$ cat src/rtl/pirq_pkg.sv
package pirq_pkg;
   localparam int unsigned PRIO_W = 3;
   typedef logic [PRIO_W-1:0] prio_t;

   // level replicated into two 3-bit fields: {l,0,l,0}
   function automatic logic [7:0] level_byte(input prio_t l);
      return {l, 1'b0, l, 1'b0};
   endfunction
endpackage

$ cat src/rtl/pirq_store.sv
module pirq_store #(
   parameter int unsigned LEVELS = 7
) (
   input  logic              clk,
   input  logic              rst_n,
   input  logic              clr,
   input  logic              wr_en,
   input  logic [LEVELS-1:0] wr_bits,
   output logic [LEVELS-1:0] req
);
   always_ff @(posedge clk or negedge rst_n) begin
      if (!rst_n)     req <= '0;
      else if (clr)   req <= '0;
      else if (wr_en) req <= wr_bits;
   end

   AST_CLR_EMPTIES: assert property (@(posedge clk) disable iff (!rst_n)
      clr |=> (req == '0));
   AST_WRITE_LANDS: assert property (@(posedge clk) disable iff (!rst_n)
      (wr_en && !clr) |=> (req == $past(wr_bits)));
endmodule

$ cat src/rtl/pirq_encoder.sv
module pirq_encoder
   import pirq_pkg::*;
#(
   parameter int unsigned LEVELS = 7
) (
   input  logic [LEVELS-1:0] req,
   output prio_t             top
);
   logic [LEVELS-1:0] hit;

   // one-hot of the highest set bit; index k stands for level k+1
   genvar k;
   generate
      for (k = 0; k < LEVELS; k++) begin : g_hit
         if (k == LEVELS-1) begin : g_msb
            assign hit[k] = req[k];
         end else begin : g_lower
            assign hit[k] = req[k] & ~(|req[LEVELS-1:k+1]);
         end
      end
   endgenerate

   always_comb begin
      top = '0;
      for (int j = 0; j < LEVELS; j++) begin
         if (hit[j]) top = top | prio_t'(j + 1);
      end
   end

   always_comb begin
      AST_TOP_ZERO: assert ((top == '0) == (req == '0));
   end
endmodule

$ cat src/rtl/pirq_arbiter.sv
module pirq_arbiter
   import pirq_pkg::*;
(
   input  logic  clk,
   input  logic  rst_n,
   input  logic  clr,
   input  logic  ack,
   input  prio_t top,
   input  prio_t cpu_pri,
   output logic  irq_o,
   output prio_t lvl_o
);
   logic grant;
   assign grant = (top > cpu_pri);

   always_ff @(posedge clk or negedge rst_n) begin
      if (!rst_n) begin
         irq_o <= 1'b0;
         lvl_o <= '0;
      end else if (clr || ack) begin
         irq_o <= 1'b0;
         lvl_o <= '0;
      end else if (!irq_o) begin
         irq_o <= grant;
         lvl_o <= grant ? top : prio_t'(0);
      end
   end

   AST_RISE_ABOVE_PRI: assert property (@(posedge clk) disable iff (!rst_n)
      $rose(irq_o) |-> (lvl_o > $past(cpu_pri)));
   AST_IDLE_LVL_ZERO: assert property (@(posedge clk) disable iff (!rst_n)
      !irq_o |-> (lvl_o == '0));
   AST_HOLD_TILL_ACK: assert property (@(posedge clk) disable iff (!rst_n)
      (irq_o && !ack && !clr) |=> (irq_o && $stable(lvl_o)));
   AST_ACK_DROPS: assert property (@(posedge clk) disable iff (!rst_n)
      ack |=> !irq_o);
   AST_CLR_DROPS: assert property (@(posedge clk) disable iff (!rst_n)
      clr |=> !irq_o);
endmodule

$ cat src/rtl/soft_irq_req.sv
module soft_irq_req
   import pirq_pkg::*;
#(
   parameter int unsigned LEVELS = 7,
   parameter int unsigned VEC_W  = 9,
   parameter logic [VEC_W-1:0] VECTOR = 9'o240
) (
   input  logic             clk,
   input  logic             rst_n,
   input  logic             soft_clr,
   input  logic             wr_en,
   input  logic [15:0]      wr_data,
   input  logic [2:0]       cpu_pri,
   input  logic             irq_ack,
   output logic [15:0]      rd_data,
   output logic             irq_req,
   output logic [2:0]       irq_lvl,
   output logic [VEC_W-1:0] irq_vec
);
   localparam int unsigned BASE = 9;           // bit of level 1
   localparam int unsigned TOPB = BASE + LEVELS - 1;
   localparam int unsigned PAD  = 7 - LEVELS;

   generate
      if (LEVELS < 1 || LEVELS > 7) begin : g_bad_levels
         $error("soft_irq_req: LEVELS must be 1..7");
      end
      if (VEC_W < 9) begin : g_bad_vec
         $error("soft_irq_req: VEC_W too narrow for vector");
      end
   endgenerate

   logic [LEVELS-1:0] req;
   prio_t             top;
   logic              unused_wr;

   pirq_store #(.LEVELS(LEVELS)) u_store (
      .clk     (clk),
      .rst_n   (rst_n),
      .clr     (soft_clr),
      .wr_en   (wr_en),
      .wr_bits (wr_data[TOPB:BASE]),
      .req     (req)
   );

   pirq_encoder #(.LEVELS(LEVELS)) u_enc (
      .req (req),
      .top (top)
   );

   pirq_arbiter u_arb (
      .clk     (clk),
      .rst_n   (rst_n),
      .clr     (soft_clr),
      .ack     (irq_ack),
      .top     (top),
      .cpu_pri (cpu_pri),
      .irq_o   (irq_req),
      .lvl_o   (irq_lvl)
   );

   generate
      if (PAD > 0) begin : g_pad
         assign rd_data[15:TOPB+1] = '0;
         assign unused_wr = ^{wr_data[8:0], wr_data[15:TOPB+1]};
      end else begin : g_full
         assign unused_wr = ^wr_data[8:0];
      end
   endgenerate

   assign rd_data[TOPB:BASE] = req;
   assign rd_data[8]         = 1'b0;
   assign rd_data[7:0]       = level_byte(top);
   assign irq_vec            = VECTOR;

   AST_LVL_MATCHES_TOP_AT_RISE: assert property (@(posedge clk) disable iff (!rst_n)
      $rose(irq_req) |-> (irq_lvl == $past(rd_data[7:5])));
endmodule

$ cat config.mk
export PLATFORM = sky130hd
export DESIGN_NAME = soft_irq_req
export DESIGN_NICKNAME = d
export VERILOG_FILES = /design/src/rtl/pirq_pkg.sv /design/src/rtl/pirq_store.sv /design/src/rtl/pirq_encoder.sv /design/src/rtl/pirq_arbiter.sv /design/src/rtl/soft_irq_req.sv
export SDC_FILE = /design/constraint.sdc
export NUM_CORES = 1
export LEC_CHECK = 0
export CORE_ASPECT_RATIO = 0.8
export CORE_UTILIZATION = 29
export CTS_CLUSTER_DIAMETER = 80
export CTS_CLUSTER_SIZE = 16
export DETAILED_ROUTE_END_ITERATION = 6
export PLACE_DENSITY = 0.73
export REMOVE_ABC_BUFFERS = 1
export SYNTH_ARGS = -nofsm -noshare
export SYNTH_HDL_FRONTEND = slang
export SYNTH_SLANG_ARGS = --single-unit
$ cat constraint.sdc
create_clock -name clk -period 1.7 [get_ports clk]
set_clock_uncertainty 0.1 [all_clocks]
set_input_delay 0.255 -clock clk [delete_from_list [all_inputs] [get_ports clk]]
set_output_delay 0.255 -clock clk [all_outputs]
set_load 0.1 [all_outputs]
## Word level (Yosys, flattened, before mapping)

Index checks and enable logic that the tools add are counted.

| cells by class | value |
|---|---|
| $lt $le $gt $ge | 1 |
| equality and inequality tests | 1 |
| mux-type cells | 14 |
| bitwise operators | 12 |
| reductions and logical operators | 7 |

Operators with widths:

| cell | count |
|---|---|
| $mux W3 | 7 |
| $mux W7 | 2 |
| $and A1 B1 Y1 | 6 |
| $not A1 Y1 | 6 |
| $reduce_or A6 Y1 | 1 |
| $reduce_or A5 Y1 | 1 |
| $mux W2 | 2 |
| $reduce_or A4 Y1 | 1 |
| $gt A3 B3 Y1 | 1 |
| $mux W1 | 3 |
| $reduce_or A3 Y1 | 1 |
| $ne A2 B2 Y1 const B | 1 |
| $reduce_bool A2 Y1 | 1 |
| $reduce_or A2 Y1 | 1 |
| $logic_or A1 B1 Y1 | 1 |

| word-level totals | value |
|---|---|
| flip-flop bits (word level) | 11 |
| output and inout port bits | 29 |
| word-level logic and storage cells | 38 |

## Logic depth before layout (Yosys ltp)

| depth | value |
|---|---|
| depth in word-level cells | 14 |
| gate-level depth with buffers | 9 |

## Cells and area by module

From an unflattened synthesis, not the netlist that was laid out.

| unflattened totals | value |
|---|---|
| cells, all modules | 69 |
| area, all modules | 685.7 um^2 |

Modules (own cells, without submodules):

| module | instances | cells each | area each (um^2) | sequential area each (um^2) |
|---|---|---|---|---|
| pirq_store | 1 | 22 | 282.8 | 175.2 |
| pirq_arbiter | 1 | 20 | 229.0 | 100.1 |
| soft_irq_req | 1 | 17 | 120.1 | 0.0 |
| pirq_encoder | 1 | 10 | 53.8 | 0.0 |

## Worst setup path after synthesis

OpenSTA, ideal clock, no wires.

| timing path | value |
|---|---|
| path type | register to register |
| from | register u_store.req[0] |
| to | register u_arb.lvl_o[2] |
| library setup time | 0.125 ns |
| data arrival time | 3.602 ns |
| data required time | 1.475 ns |
| setup slack | -2.127 ns |
| cell stages (with the launch flop) | 9 |
| buffers on the path | 0 |
| period minus slack after synthesis | 3.827 ns |
| cells stage by stage | dfrtp_1 a21oi_1 o31ai_2 inv_1 ha_1 and3_1 a21oi_2 and3b_4 a32o_2 |

| between the ends | value |
|---|---|
| cells in the longest elaborated chain, start to end | 12 |

RTL lines:

| item | line | RTL |
|---|---|---|
| start: declaration | pirq_store.sv:9 | `output logic [LEVELS-1:0] req` |
| start signal: assignment | pirq_store.sv:14 | `else if (wr_en) req <= wr_bits;` |
| $and A1 B1 Y1 | pirq_encoder.sv:18 | `assign hit[k] = req[k] & ~(\|req[LEVELS-1:k+1]);` |
| $mux W1 | pirq_encoder.sv:26 | `if (hit[j]) top = top \| prio_t'(j + 1);` |
| $mux W2 (2 in a row) | pirq_encoder.sv:26 |  |
| $mux W3 (4 in a row) | pirq_encoder.sv:26 |  |
| via rd_data[1] | soft_irq_req.sv:15 | `output logic [15:0] rd_data,` |
| $gt A3 B3 Y1 | pirq_arbiter.sv:14 | `assign grant = (top > cpu_pri);` |
| $mux W3 | pirq_arbiter.sv:25 | `lvl_o <= grant ? top : prio_t'(0);` |
| $mux W3 | pirq_arbiter.sv:23 | `end else if (!irq_o) begin` |
| $mux W3 | pirq_arbiter.sv:20 | `end else if (clr \|\| ack) begin` |
| end signal: assignment | pirq_arbiter.sv:25 |  |
| end: declaration | pirq_arbiter.sv:11 | `output prio_t lvl_o` |

The timed path passes the listed nets, and every way through them passes these cells. The select of a mux whose other input is x is not followed.
A chain may end at the register's enable or synchronous reset.

## Worst setup path after layout

| timing path | value |
|---|---|
| from | register u_store.req[1] |
| to | register u_arb.lvl_o[1] |

| between the ends | value |
|---|---|
| cells in the longest elaborated chain, start to end | 14 |

RTL lines:

| item | line |
|---|---|
| $reduce_or A6 Y1 | pirq_encoder.sv:18 |
| $not A1 Y1 | pirq_encoder.sv:18 |
| $and A1 B1 Y1 | pirq_encoder.sv:18 |
| $mux W1 | pirq_encoder.sv:26 |
| $mux W2 (*) (2 in a row) | pirq_encoder.sv:26 |
| $mux W3 (*) (4 in a row) | pirq_encoder.sv:26 |
| $gt A3 B3 Y1 | pirq_arbiter.sv:14 |
| $mux W3 (*) | pirq_arbiter.sv:25 |
| $mux W3 (*) | pirq_arbiter.sv:23 |
| $mux W3 (*) | pirq_arbiter.sv:20 |

Mark *: on every way between the ends. The rest lies on a longest branch, timed or not. The select of a mux whose other input is x is not followed.

==> metrics.txt <==
outcome finished, violations left; failing checks negative setup slack; leading cell type in the layout, fill and taps excluded buf_12; Residual DRC 0; Worst-Skew Late Latency 0.26 ns; Area growth syn-to-layout 81.1%; diode count 0; Seq/Total Area, Yosys 40.0%; vias in the first global route 604; Slew HR 66.0%; post-synth design cell area 688 um^2; initial drt markers 5; total gr overflow 0; syn avg cell area 9.83 um^2; Mapped Cells 70; RSZ-0062 raised after global routing yes; Final Net Count 138; std cell rows 15; WL final 1700 um; TNS Setup -1.04 ns; first-pass GRT wire length 2620 um; Filler cells 178; gp weighted congestion 0.821; GRT Total Usage 13.7%; CTS HTree Levels 1; CTS sink count 11; worst-case clock buffer depth 2; critical path type reg2reg; Hold Crit Class in2async; largest net degree at the start of global routing 12; Peak Freq 507 MHz; die height 45.6 um; Num CTS Buffers 3; IO buf count 31; leak pwr 0.000624 uW; placed inst area 1200 um^2; final-report hold violation count 0; CP Data Arrival Time 2.02 ns; Tmin final 1.97 ns; area leader, netlist dfrtp_1; CTS root buf clkbuf_4; Ports 53; die area 2570 um^2; antenna violations before repair 0; Starting Density 31.3%; hpwl dp 1410 um; commonest cells after routing, fill and taps aside buf_12 (17), clkdlybuf4s50_1 (14), conb_1 (12); Power Density 964 nW/um^2; Avg Vias per Cell 4.51; antenna viol nets, final 0; vias 609; DIE WIDTH 56.5 um; total power 1200 uW; Worst Path Max Fanout 3; final worst setup slack -0.272 ns; wire length per cell 12.6 um; Critical Path RT 1.75 ns; First-pass DRT Iterations 4; Slew Viols, Final 0; CP Capture Type flip-flop; Final setup violation count 6; multi-input logic area 320 um^2; crit start category flip-flop; worst-margin pin slew 0.509 ns; top cells by area, synth dfrtp_1 (40%), buf_4 (16%), mux2i_1 (10%), ha_1 (5.5%), nor2_1 (4.9%); design area 1250 um^2; clk slew on worst S/H paths 0.07 ns; share of layout cells above drive strength 1 40.0%; Unique masters post-synth 21; FF+latch count, synth 11; Max VDD drop 592 uV; Final Cycle Share 116%; CTS tree done; share of the synthesized area in the top cell type 40.0%; Yosys Warn Count 0; core area 2200 um^2; number of max-cap violations 0; register area 275 um^2
## Yosys cell counts (all sizes together)
cell type  count
conb           2
nand2          2
clkinv         1
nor2          10
and3b          1
buf           17
a21oi          4
a32o           3
mux2i          7
o31ai          1
o21ai          1
dfrtp         11
o21a           1
ha             3
nand3b         1
inv            4
and3           1
## worst max-delay path, stage by stage, from the launching register on
cell and delay (ns):
dfrtp_1 0.40, inv_2 0.07, a21oi_2 0.05, o31ai_2 0.24
inv_1 0.07, ha_1 0.30, and3_4 0.18, a21oi_2 0.04
and3b_4 0.19, a32o_2 0.21
## per-stage QoR
| step | cells | hold WS [ns] | util [%] | setup WS (ns) |
|---|---|---|---|---|
| after floorplan | 63 | -0.141 | - | -3.42 |
| after global placement | 130 | 0.480 | 54.5 | -0.252 |
| after detailed placement | 130 | 0.491 | 54.5 | -0.295 |
| after CTS | 135 | 0.242 | 56.4 | -0.175 |
| after global routing | 135 | 0.285 | 56.8 | -0.315 |
| final | 135 | 0.232 | 56.8 | -0.272 |
## per-layer routing
| layer | global-route usage, % | wire, um | share of wire [%] |
|---|---|---|---|
| met1 | 13.9 | 655 | 39 |
| met2 | 25.6 | 870 | 51 |
| met3 | 4.26 | 127 | 7.5 |
| met4 | 7.80 | 48 | 2.8 |
| met5 | 0 | 0 | 0 |
## layout make-up
type | instances | share of cell area [%]
flip-flops and latches | 11 | 22.1
multi-input cells | 47 | 25.7
inverters | 5 | 1.51
well taps | 25 | 2.51
clock buffers | 4 | 2.11
repair buffers | 43 | 46.1
## flip-flops by register name, summed over array words and instances, names as in the netlist
name	count
u_arb.irq_o	1
u_store.req	7
u_arb.lvl_o	3
## cell families after synthesis
| kind of cell | Yosys count | synth area share, % |
|---|---|---|
| flops | 11 | 40.0 |
| other cells | 2 | 1.09 |
| simple gates | 15 | 10.7 |
| buf+inv | 22 | 20.5 |
| fa+ha+maj | 3 | 5.46 |
| mux | 7 | 10.2 |
| compound gates | 10 | 12.0 |
## final timing paths
check / from / endpoint / slack, ns / cells after the start
worst min register to register: u_arb.lvl_o[0] / u_arb.lvl_o[0] / 0.50 / 1
min in group clk: u_arb.lvl_o[0] / u_arb.lvl_o[0] / 0.50 / 1
worst max register to register: u_store.req[1] / u_arb.lvl_o[1] / -0.27 / 9
max in group asynchronous: rst_n / u_store.req[2] / 0.93 / 1
worst min-delay path: rst_n / u_store.req[5] / 0.23 / 1
worst max-delay path: u_store.req[1] / u_arb.lvl_o[1] / -0.27 / 9
## power breakdown
group	internal [uW]	switching (uW)	leakage, uW	total [uW]
clock	90.6	82.6	0.0000150	173
sequential	277	19.2	0.000148	296
combinational	245	487	0.000461	732
total	612	589	0.000624	1200
## timing repair
| item | in CTS | in global routing |
|---|---|---|
| buffers inserted | 2 | 1 |
| resized for setup | 2 | 3 |
| setup endpoints to repair | 7 | 8 |
| pin swaps | 1 | 1 |
| cloned | 0 | 0 |
| hold buffers | 0 | 0 |
No activity file was read; power rests on OpenSTA's default activity.
